<file path="config.mk">
export PLATFORM = sky130hd
export DESIGN_NAME = eisa_cmd_strobe
export DESIGN_NICKNAME = d
export VERILOG_FILES = /design/src/rtl/cmdstb_pkg.sv /design/src/rtl/cmdstb_size_match.sv /design/src/rtl/cmdstb_fsm.sv /design/src/rtl/cmdstb_wait_timer.sv /design/src/rtl/cmdstb_status.sv /design/src/rtl/eisa_cmd_strobe.sv
export SDC_FILE = /design/constraint.sdc
export NUM_CORES = 1
export LEC_CHECK = 0
export ABC_AREA = 1
export BUFFER_PORTS_ARGS = -buffer_cell sky130_fd_sc_hd__buf_2
export CORE_AREA = 2 2 39 41
export DETAILED_ROUTE_END_ITERATION = 10
export DIE_AREA = 0 0 41 43
export PLACE_DENSITY = 0.71
export SLEW_MARGIN = 20
export SYNTH_ARGS = -nofsm -noshare
export SYNTH_HDL_FRONTEND = slang
export SYNTH_SLANG_ARGS = --single-unit
export TNS_END_PERCENT = 10
</file>
<file path="constraint.sdc">
create_clock -name clk_i -period 1.75 [get_ports clk_i]
set_input_delay 0.175 -clock clk_i [delete_from_list [all_inputs] [get_ports clk_i]]
set_output_delay 0.175 -clock clk_i [all_outputs]
set_load 0.01 [all_outputs]
</file>
<file path="src/rtl/cmdstb_pkg.sv">
package cmdstb_pkg;
  typedef enum logic [0:0] {
    PH_IDLE = 1'b0,
    PH_CMD  = 1'b1
  } phase_e;

  typedef struct packed {
    logic hi_byte;
    logic rd;
    logic wr;
  } isa_stat_t;
endpackage

</file>
<file path="src/rtl/cmdstb_size_match.sv">
module cmdstb_size_match (
  input  logic narrow_i,
  input  logic ack32_i,
  input  logic ack16_i,
  output logic match_o
);
  // The slave's reply must agree with the master's width.
  always_comb begin
    if (narrow_i) match_o = ack16_i;
    else          match_o = ack32_i;
  end
endmodule

</file>
<file path="src/rtl/cmdstb_fsm.sv">
module cmdstb_fsm
  import cmdstb_pkg::*;
(
  input  logic clk_i,
  input  logic rst_ni,
  input  logic start_i,
  input  logic match_i,
  input  logic slv_burst_i,
  input  logic ready_i,
  input  logic mst_burst_i,
  output logic cmd_o
);
  phase_e ph_q, ph_d;
  logic   burst_ok_q, burst_ok_d;
  logic   burst_en;

  always_comb begin
    ph_d       = ph_q;
    burst_ok_d = burst_ok_q;
    burst_en   = 1'b0;
    unique case (ph_q)
      PH_IDLE: begin
        if (start_i && match_i) begin
          ph_d       = PH_CMD;
          burst_ok_d = slv_burst_i;
          burst_en   = 1'b1;
        end
      end
      PH_CMD: begin
        // A ready edge ends the strobe unless both sides keep bursting.
        if (ready_i && !(burst_ok_q && mst_burst_i)) ph_d = PH_IDLE;
      end
      default: ph_d = PH_IDLE;
    endcase
  end

  always_ff @(posedge clk_i or negedge rst_ni) begin
    if (!rst_ni) begin
      ph_q       <= PH_IDLE;
      burst_ok_q <= 1'b0;
    end else begin
      ph_q <= ph_d;
      if (burst_en) burst_ok_q <= burst_ok_d;
    end
  end

  assign cmd_o = (ph_q == PH_CMD);
endmodule

</file>
<file path="src/rtl/cmdstb_wait_timer.sv">
module cmdstb_wait_timer #(
  parameter int unsigned WAIT_LIMIT = 21
) (
  input  logic clk_i,
  input  logic rst_ni,
  input  logic waiting_i,
  input  logic clear_i,
  output logic timeout_o
);
  localparam int unsigned CW = $clog2(WAIT_LIMIT + 1);

  logic [CW-1:0] cnt_q, cnt_d;
  logic          cnt_en;
  logic          flag_q, flag_d;
  logic          hit;

  assign hit    = waiting_i && (cnt_q == CW'(WAIT_LIMIT - 1));
  assign cnt_en = waiting_i || (cnt_q != '0);

  always_comb begin
    if (!waiting_i)                      cnt_d = '0;
    else if (cnt_q == CW'(WAIT_LIMIT))   cnt_d = cnt_q;
    else                                 cnt_d = cnt_q + 1'b1;
  end

  always_comb begin
    if (clear_i)  flag_d = 1'b0;
    else if (hit) flag_d = 1'b1;
    else          flag_d = flag_q;
  end

  always_ff @(posedge clk_i or negedge rst_ni) begin
    if (!rst_ni) begin
      cnt_q  <= '0;
      flag_q <= 1'b0;
    end else begin
      if (cnt_en) cnt_q <= cnt_d;
      flag_q <= flag_d;
    end
  end

  assign timeout_o = flag_q;
endmodule

</file>
<file path="src/rtl/cmdstb_status.sv">
module cmdstb_status
  import cmdstb_pkg::*;
(
  input  logic      start_i,
  input  logic      cmd_i,
  input  logic [3:0] be_i,
  input  logic      wr_i,
  output isa_stat_t stat_o
);
  logic active;
  assign active = start_i | cmd_i;

  always_comb begin
    stat_o = '0;
    if (active) begin
      stat_o.hi_byte = be_i[1] | be_i[3];
      stat_o.wr      = wr_i;
      stat_o.rd      = ~wr_i;
    end
  end
endmodule

</file>
<file path="src/rtl/eisa_cmd_strobe.sv">
module eisa_cmd_strobe
  import cmdstb_pkg::*;
#(
  parameter int unsigned WAIT_LIMIT = 21
) (
  input  logic       clk_i,
  input  logic       rst_ni,
  input  logic       start_i,
  input  logic       narrow_mst_i,
  input  logic       size32_ack_i,
  input  logic       size16_ack_i,
  input  logic       slv_ready_i,
  input  logic       slv_burst_i,
  input  logic       mst_burst_i,
  input  logic [3:0] be_i,
  input  logic       wr_i,
  output logic       cmd_o,
  output logic       hi_byte_o,
  output logic       rd_stat_o,
  output logic       wr_stat_o,
  output logic       ready_timeout_o
);
  logic      match;
  logic      cmd;
  isa_stat_t stat;

  cmdstb_size_match u_match (
    .narrow_i (narrow_mst_i),
    .ack32_i  (size32_ack_i),
    .ack16_i  (size16_ack_i),
    .match_o  (match)
  );

  cmdstb_fsm u_fsm (
    .clk_i       (clk_i),
    .rst_ni      (rst_ni),
    .start_i     (start_i),
    .match_i     (match),
    .slv_burst_i (slv_burst_i),
    .ready_i     (slv_ready_i),
    .mst_burst_i (mst_burst_i),
    .cmd_o       (cmd)
  );

  cmdstb_wait_timer #(.WAIT_LIMIT(WAIT_LIMIT)) u_timer (
    .clk_i     (clk_i),
    .rst_ni    (rst_ni),
    .waiting_i (cmd & ~slv_ready_i),
    .clear_i   (start_i),
    .timeout_o (ready_timeout_o)
  );

  cmdstb_status u_stat (
    .start_i (start_i),
    .cmd_i   (cmd),
    .be_i    (be_i),
    .wr_i    (wr_i),
    .stat_o  (stat)
  );

  assign cmd_o     = cmd;
  assign hi_byte_o = stat.hi_byte;
  assign rd_stat_o = stat.rd;
  assign wr_stat_o = stat.wr;
endmodule

</file>
; ---- Yosys cells after proc, flatten, opt, wreduce, memory -nomap -nowiden
; Cells that the tools add are included.
[word_totals]
input_bits = 14
mem_bits_ro = 0
latchBits = 0
reg_bits = 8
output_inout_bits = 5
ram_bits = 0
elab_cells = 34
memories = 0
[classes]
n_mux = 10
n_reduce_logical = 10
shifts = 0
add_sub_neg = 1
eq_ne = 3
bitwise_logic = 6
n_div = 0
multipliers = 0
order_cmp = 0
[ops]
columns = cell, count
row1 = "5-bit equality test, second input constant", 2
row2 = 5-bit 2-to-1 mux, 2
row3 = 1-bit 2-to-1 mux, 6
row4 = "5-bit by 1-bit adder with 5-bit output, second input constant", 1
row5 = 5-bit nonzero test, 1
row6 = 1-bit logical AND, 4
row7 = 3-bit 2-to-1 mux, 1
row8 = 1-bit NOT, 3
row9 = 3-bit AND reduction, 1
row10 = "2-bit != test, second input constant", 1
row11 = 1-bit bitwise OR, 2
row12 = 1-bit one-hot mux with 2 select lines, 1
row13 = 2-bit AND reduction, 1
row14 = 2-bit nonzero test, 1
row15 = 1-bit bitwise AND, 1
row16 = 1-bit logical NOT, 1
row17 = 1-bit logical OR, 1

; ---- Longest topological paths before layout
[depth]
ltp_word = 5
mapped_depth = 8
depth_no_buf = 8

; ---- Hierarchy
; From an unflattened synthesis, not the netlist that was laid out.
[unflattened]
hier_cells = 63
area_unflattened_um2 = 499.2
[by_module_without_submodules]
columns = mod, n_inst, seq_area_each_um2, area_per_inst_um2, cells_each
row1 = cmdstb_wait_timer, 1, 150.1, 356.6, 40
row2 = cmdstb_fsm, 1, 50.0, 92.6, 11
row3 = cmdstb_status, 1, 0.0, 25.0, 6
row4 = cmdstb_size_match, 1, 0.0, 15.0, 4
row5 = eisa_cmd_strobe, 1, 0.0, 10.0, 2

; ---- Worst setup path before layout
; OpenSTA, ideal clock, no wires.
[synth_timing]
path_kind = register to register
start = reg u_timer.cnt_q[0]
end = reg u_timer.cnt_q[0]
setup_ps = 117
arrival_time_ps = 929
path_stages_with_launch = 9
required_ps = 1633
n_path_buf = 0
setup_slack_ps = 705
synth_period_minus_slack_ps = 1045
cell_sequence = dfrtp_1 -> inv_1 -> ha_1 -> inv_1 -> nor2_1 -> nand3_1 -> nand2_2 -> nand2_1 -> nand2_1
[synth_via]
elab_chain_cells = 3
elab_cells_between_ends = 8
classes_between = add/sub (1) / eq/ne (2) / mux (2) / reduce/logical (3)
[synth_lines]
columns = element, line
row1 = "start, declared", cmdstb_wait_timer.sv:12  ; logic [CW-1:0] cnt_q, cnt_d;
row2 = "start signal, assigned", cmdstb_wait_timer.sv:37  ; if (cnt_en) cnt_q <= cnt_d;
row3 = "5-bit by 1-bit adder with 5-bit output, or another cell as far along", cmdstb_wait_timer.sv:23  ; else cnt_d = cnt_q + 1'b1;
row4 = "5-bit 2-to-1 mux, or another cell as far along", cmdstb_wait_timer.sv:22  ; else if (cnt_q == CW'(WAIT_LIMIT)) cnt_d = cnt_q;
row5 = 5-bit 2-to-1 mux or 2-bit AND reduction (tied branches), n/a
; Parallel ways exist; a longest one is shown, timed or not. The select of a mux whose other input is x is not followed.
; A chain may end at the register's enable or synchronous reset.

; ---- Final worst setup path
[layout_timing]
start = reg u_fsm.ph_q (netlist: u_fsm.cmd_o)
end = out hi_byte_o
[layout_via]
elab_chain_cells = 2
[layout_lines]
columns = element, line
row1 = "start, declared", cmdstb_fsm.sv:13  ; phase_e ph_q, ph_d;
row2 = "start signal, assigned", cmdstb_fsm.sv:42  ; ph_q <= ph_d;
row3 = 1-bit bitwise OR, cmdstb_status.sv:11  ; assign active = start_i | cmd_i;
row4 = 3-bit 2-to-1 mux, cmdstb_status.sv:15  ; if (active) begin
row5 = "end, declared", eisa_cmd_strobe.sv:18  ; output logic hi_byte_o,
; No other way between the ends.

==> impl_metrics.py <==
metrics = {
    "synth": {
        "yosysTopAreaCell": "dfrtp_1",
        "ys_warn_count": 0,
        "yosys_most_used_dff": "dfrtp_1",
        "synth-edff-count": 0,
        "ys_top_cells_by_area": "dfrtp_1 40%, nand2_1 12%, nor2_1 9.1%, ha_1 7.6%, inv_1 7.6%",
        "synthCells": 69,
        "synth.cell_area_um2": 497,
        "synth_top_area_share_pct": 40.3,
        "synthDistinctLibCells": 17,
        "ys_seq_area_share_pct": 40.3,
        "async_flop_share_pct": 100,
        "syn_avg_cell_area_um2": 7.20,
        "syn-num-nets": 86,
        "synth_top_cells_by_count": "16 x nand2_1, 12 x nor2_1, 10 x inv_1, 8 x dfrtp_1, 5 x nand3_1",
        "synth_most_common_cell": "nand2_1",
        "ys_seq_elements": 8,
    },
    "placed_design": {
        "place_congestion": 0.844,
        "dpl.cell_count": 101,
        "io_buffers": 16,
        "dp.final_hpwl_um": 801,
    },
    "die": {
        "rows": 14,
        "coreArea_um2": 1380,
        "fp.dieW_um": 41,
        "die-area_um2": 1760,
        "fp.dieH_um": 43,
        "initial_core_util_pct": 35.9,
        "pin_count": 19,
    },
    "drt": {
        "first_pass_iters": 4,
        "route.detailed.drc": 0,
        "drt_iter0_drc": 5,
        "wl_per_cell_um": 9.25,
        "vias_per_cell": 4.52,
        "ant_nets": 0,
        "wl_um": 971,
        "vias": 475,
    },
    "worst_setup_path": {
        "path_max_fanout": 4,
        "critPathCaptureType": "output port",
        "worst-path-buf-inv": 1,
        "cp.required_ns": 1.57,
        "cp.arrival_ns": 1.07,
        "cpPeakStageDelay_ns": 0.41,
        "cp-start-kind": "register",
        "crit_type": "register to output port",
        "path_delay_family": "flip-flops",
        "cp_slowest_cell": "dfrtp_1",
        "crit_top_cell": "nor2_1",
        "worstPathCellList": "nor2_1 > nor2_1 > buf_2",
    },
    "sta": {
        "finalCritPeriodShare_pct": 71.1,
        "layout_min_cycle_time_ns": 1.24,
        "fin_tns_setup_ns": 0,
        "setup_violations": 0,
        "relSlewSlack_pct": 83.5,
        "rsz0062_at_grt": "false",
        "hold_viol_final": 0,
        "slew_viol_final": 0,
        "worst_pin_slew_ns": 0.244,
        "holdWs_ns": 0.103,
        "fin_skew_ns": 0.00549,
        "timing.fmax_mhz": 803,
    },
    "cts": {
        "clock_path_buffers": 2,
        "cts_setup_buffers": 0,
        "clk_latency_ns": 0.26,
        "cts_htree_levels": 1,
        "numClockSinks": 8,
        "numCtsBuffers": 3,
        "cts-root-buf": "clkbuf_4",
        "clk_pin_slew_ns": 0.06,
        "cts_tree": "done",
    },
    "cells_and_area": {
        "area_growth_pct": 26.7,
        "layoutNonFillerInstCount": 105,
        "drive_above_1_share_pct": 28.1,
        "utilization_pct": 45.5,
        "antenna_cells": 0,
        "layout.nets": 108,
    },
    "grt": {
        "grt_pass1_vias": 451,
        "grt_usage_pct": 15.1,
        "grt_pass1_wl_um": 1750,
        "antenna_found_initial": 0,
        "grt_start_max_net_pins": 9,
        "grt.overflow.total": 0,
    },
    "pwr": {
        "power_frac_comb_pct": 29.4,
        "switching_share_pct": 34.9,
        "peakVddDrop_mv": 0.356,
        "p_leak_nw": 0.338,
        "intPower_mw": 0.358,
        "p_seq_share_pct": 43.9,
        "clockPowerShare_pct": 26.7,
        "netSwitchingPower_mw": 0.192,
        "pwr_density_cell_nw_per_um2": 875,
    },
    "status": {
        "outcome": "complete, no violations",
    },
    "hold_path": {
        "hp-class": "input port to register",
    },
    "run": {
        "maxCapViolCount": 0,
    },
}
[cells by family (layout without fill, tap and decap cells)]
group,count (synthesis),in the layout,share of synthesized area [%]
flops,8,8,40.3
xor+xnor,1,1,1.76
compound gates,6,6,6.04
buf+inv,12,32,9.07
fa+ha+maj,3,3,7.56
simple gates,39,39,35.3
[metal layers]
metal | vias up | track usage (%) | part of all wire (%)
li1 | 255 | - | -
met1 | 209 | 18.9 | 43
met2 | 6 | 20.9 | 51
met3 | 5 | 1.57 | 1.6
met4 | 0 | 14.7 | 4.7
met5 | - | 0 | 0
[layout by cell type, fill, tap and decap left out]
| master | instances |
|---|---|
| o21ai_0 | 3 |
| nor2_1 | 12 |
| inv_1 | 10 |
| nor3_1 | 1 |
| nand3_1 | 5 |
| o21ai_1 | 1 |
| nand3_2 | 1 |
| nand4_1 | 1 |
| clkbuf_4 | 3 |
| ha_1 | 3 |
| nand2_2 | 1 |
| buf_2 | 16 |
| dfrtp_1 | 8 |
| nor2_4 | 1 |
| inv_2 | 2 |
| nor2_2 | 1 |
| xor2_1 | 1 |
| a21oi_1 | 2 |
| dlygate4sd3_1 | 1 |
| nand2_1 | 16 |
[state kept, by name, indices dropped and copies added (netlist names)]
| signal | count |
|---|---|
| u_timer.cnt_q | 5 |
| u_fsm.cmd_o | 1 |
| u_timer.timeout_o | 1 |
| u_fsm.burst_ok_q | 1 |
[cell type report]
class	instances	area (um2)
Inverter	12	45.0
Tap cell	16	20.0
Clock buffer	3	22.5
Sequential cell	8	200
Timing Repair Buffer	17	90.1
Fill cell	145	754
Multi-Input combinational cell	49	251
[stage by stage]
stage | power [mW] | area [um2] | setup slack (ns)
6_report | 0.551 | 629 | 0.505
3_3_place_gp | 0.402 | 597 | 0.612
4_1_cts | 0.560 | 629 | 0.496
5_1_grt | 0.602 | 629 | 0.430
3_5_place_dp | 0.406 | 597 | 0.602
2_1_floorplan | 0.352 | 497 | 0.705
[worst register-to-register path: cells and delay by family, from the launching register on]
| kind | cells | cell delay (ns) |
|---|---|---|
| adders and majority gates | 1 | 0.20 |
| buffers and inverters | 2 | 0.15 |
| DFF | 1 | 0.41 |
| and+or+nand+nor | 5 | 0.28 |
[power by group through the flow]
stage	clock network [mW]	registers (mW)	logic, mW
2_1_floorplan	0	0.240	0.112
3_3_place_gp	0	0.242	0.160
3_5_place_dp	0	0.244	0.163
4_1_cts	0.154	0.241	0.165
5_1_grt	0.163	0.246	0.194
6_report	0.147	0.241	0.162
[path summary, 6_finish.rpt]
check | from | endpoint | cells past startpoint | slack, ns
worst min-delay path | start_i | u_timer.timeout_o | 2 | 0.10
worst min register to register | u_fsm.burst_ok_q | u_fsm.burst_ok_q | 2 | 0.49
worst max register to register | u_timer.cnt_q[0] | u_timer.cnt_q[1] | 8 | 0.60
min in group asynchronous | rst_ni | u_fsm.cmd_o | 2 | 0.28
worst max-delay path | u_fsm.cmd_o | hi_byte_o | 3 | 0.51
max in group asynchronous | rst_ni | u_timer.cnt_q[3] | 2 | 1.30
[what timing repair did]
item,in CTS,in global routing
hold buffers,1,0
resized for setup,0,0
setup endpoints to repair,0,0
hold endpoints to repair,8,0
Power figures use the tool's default switching activity.
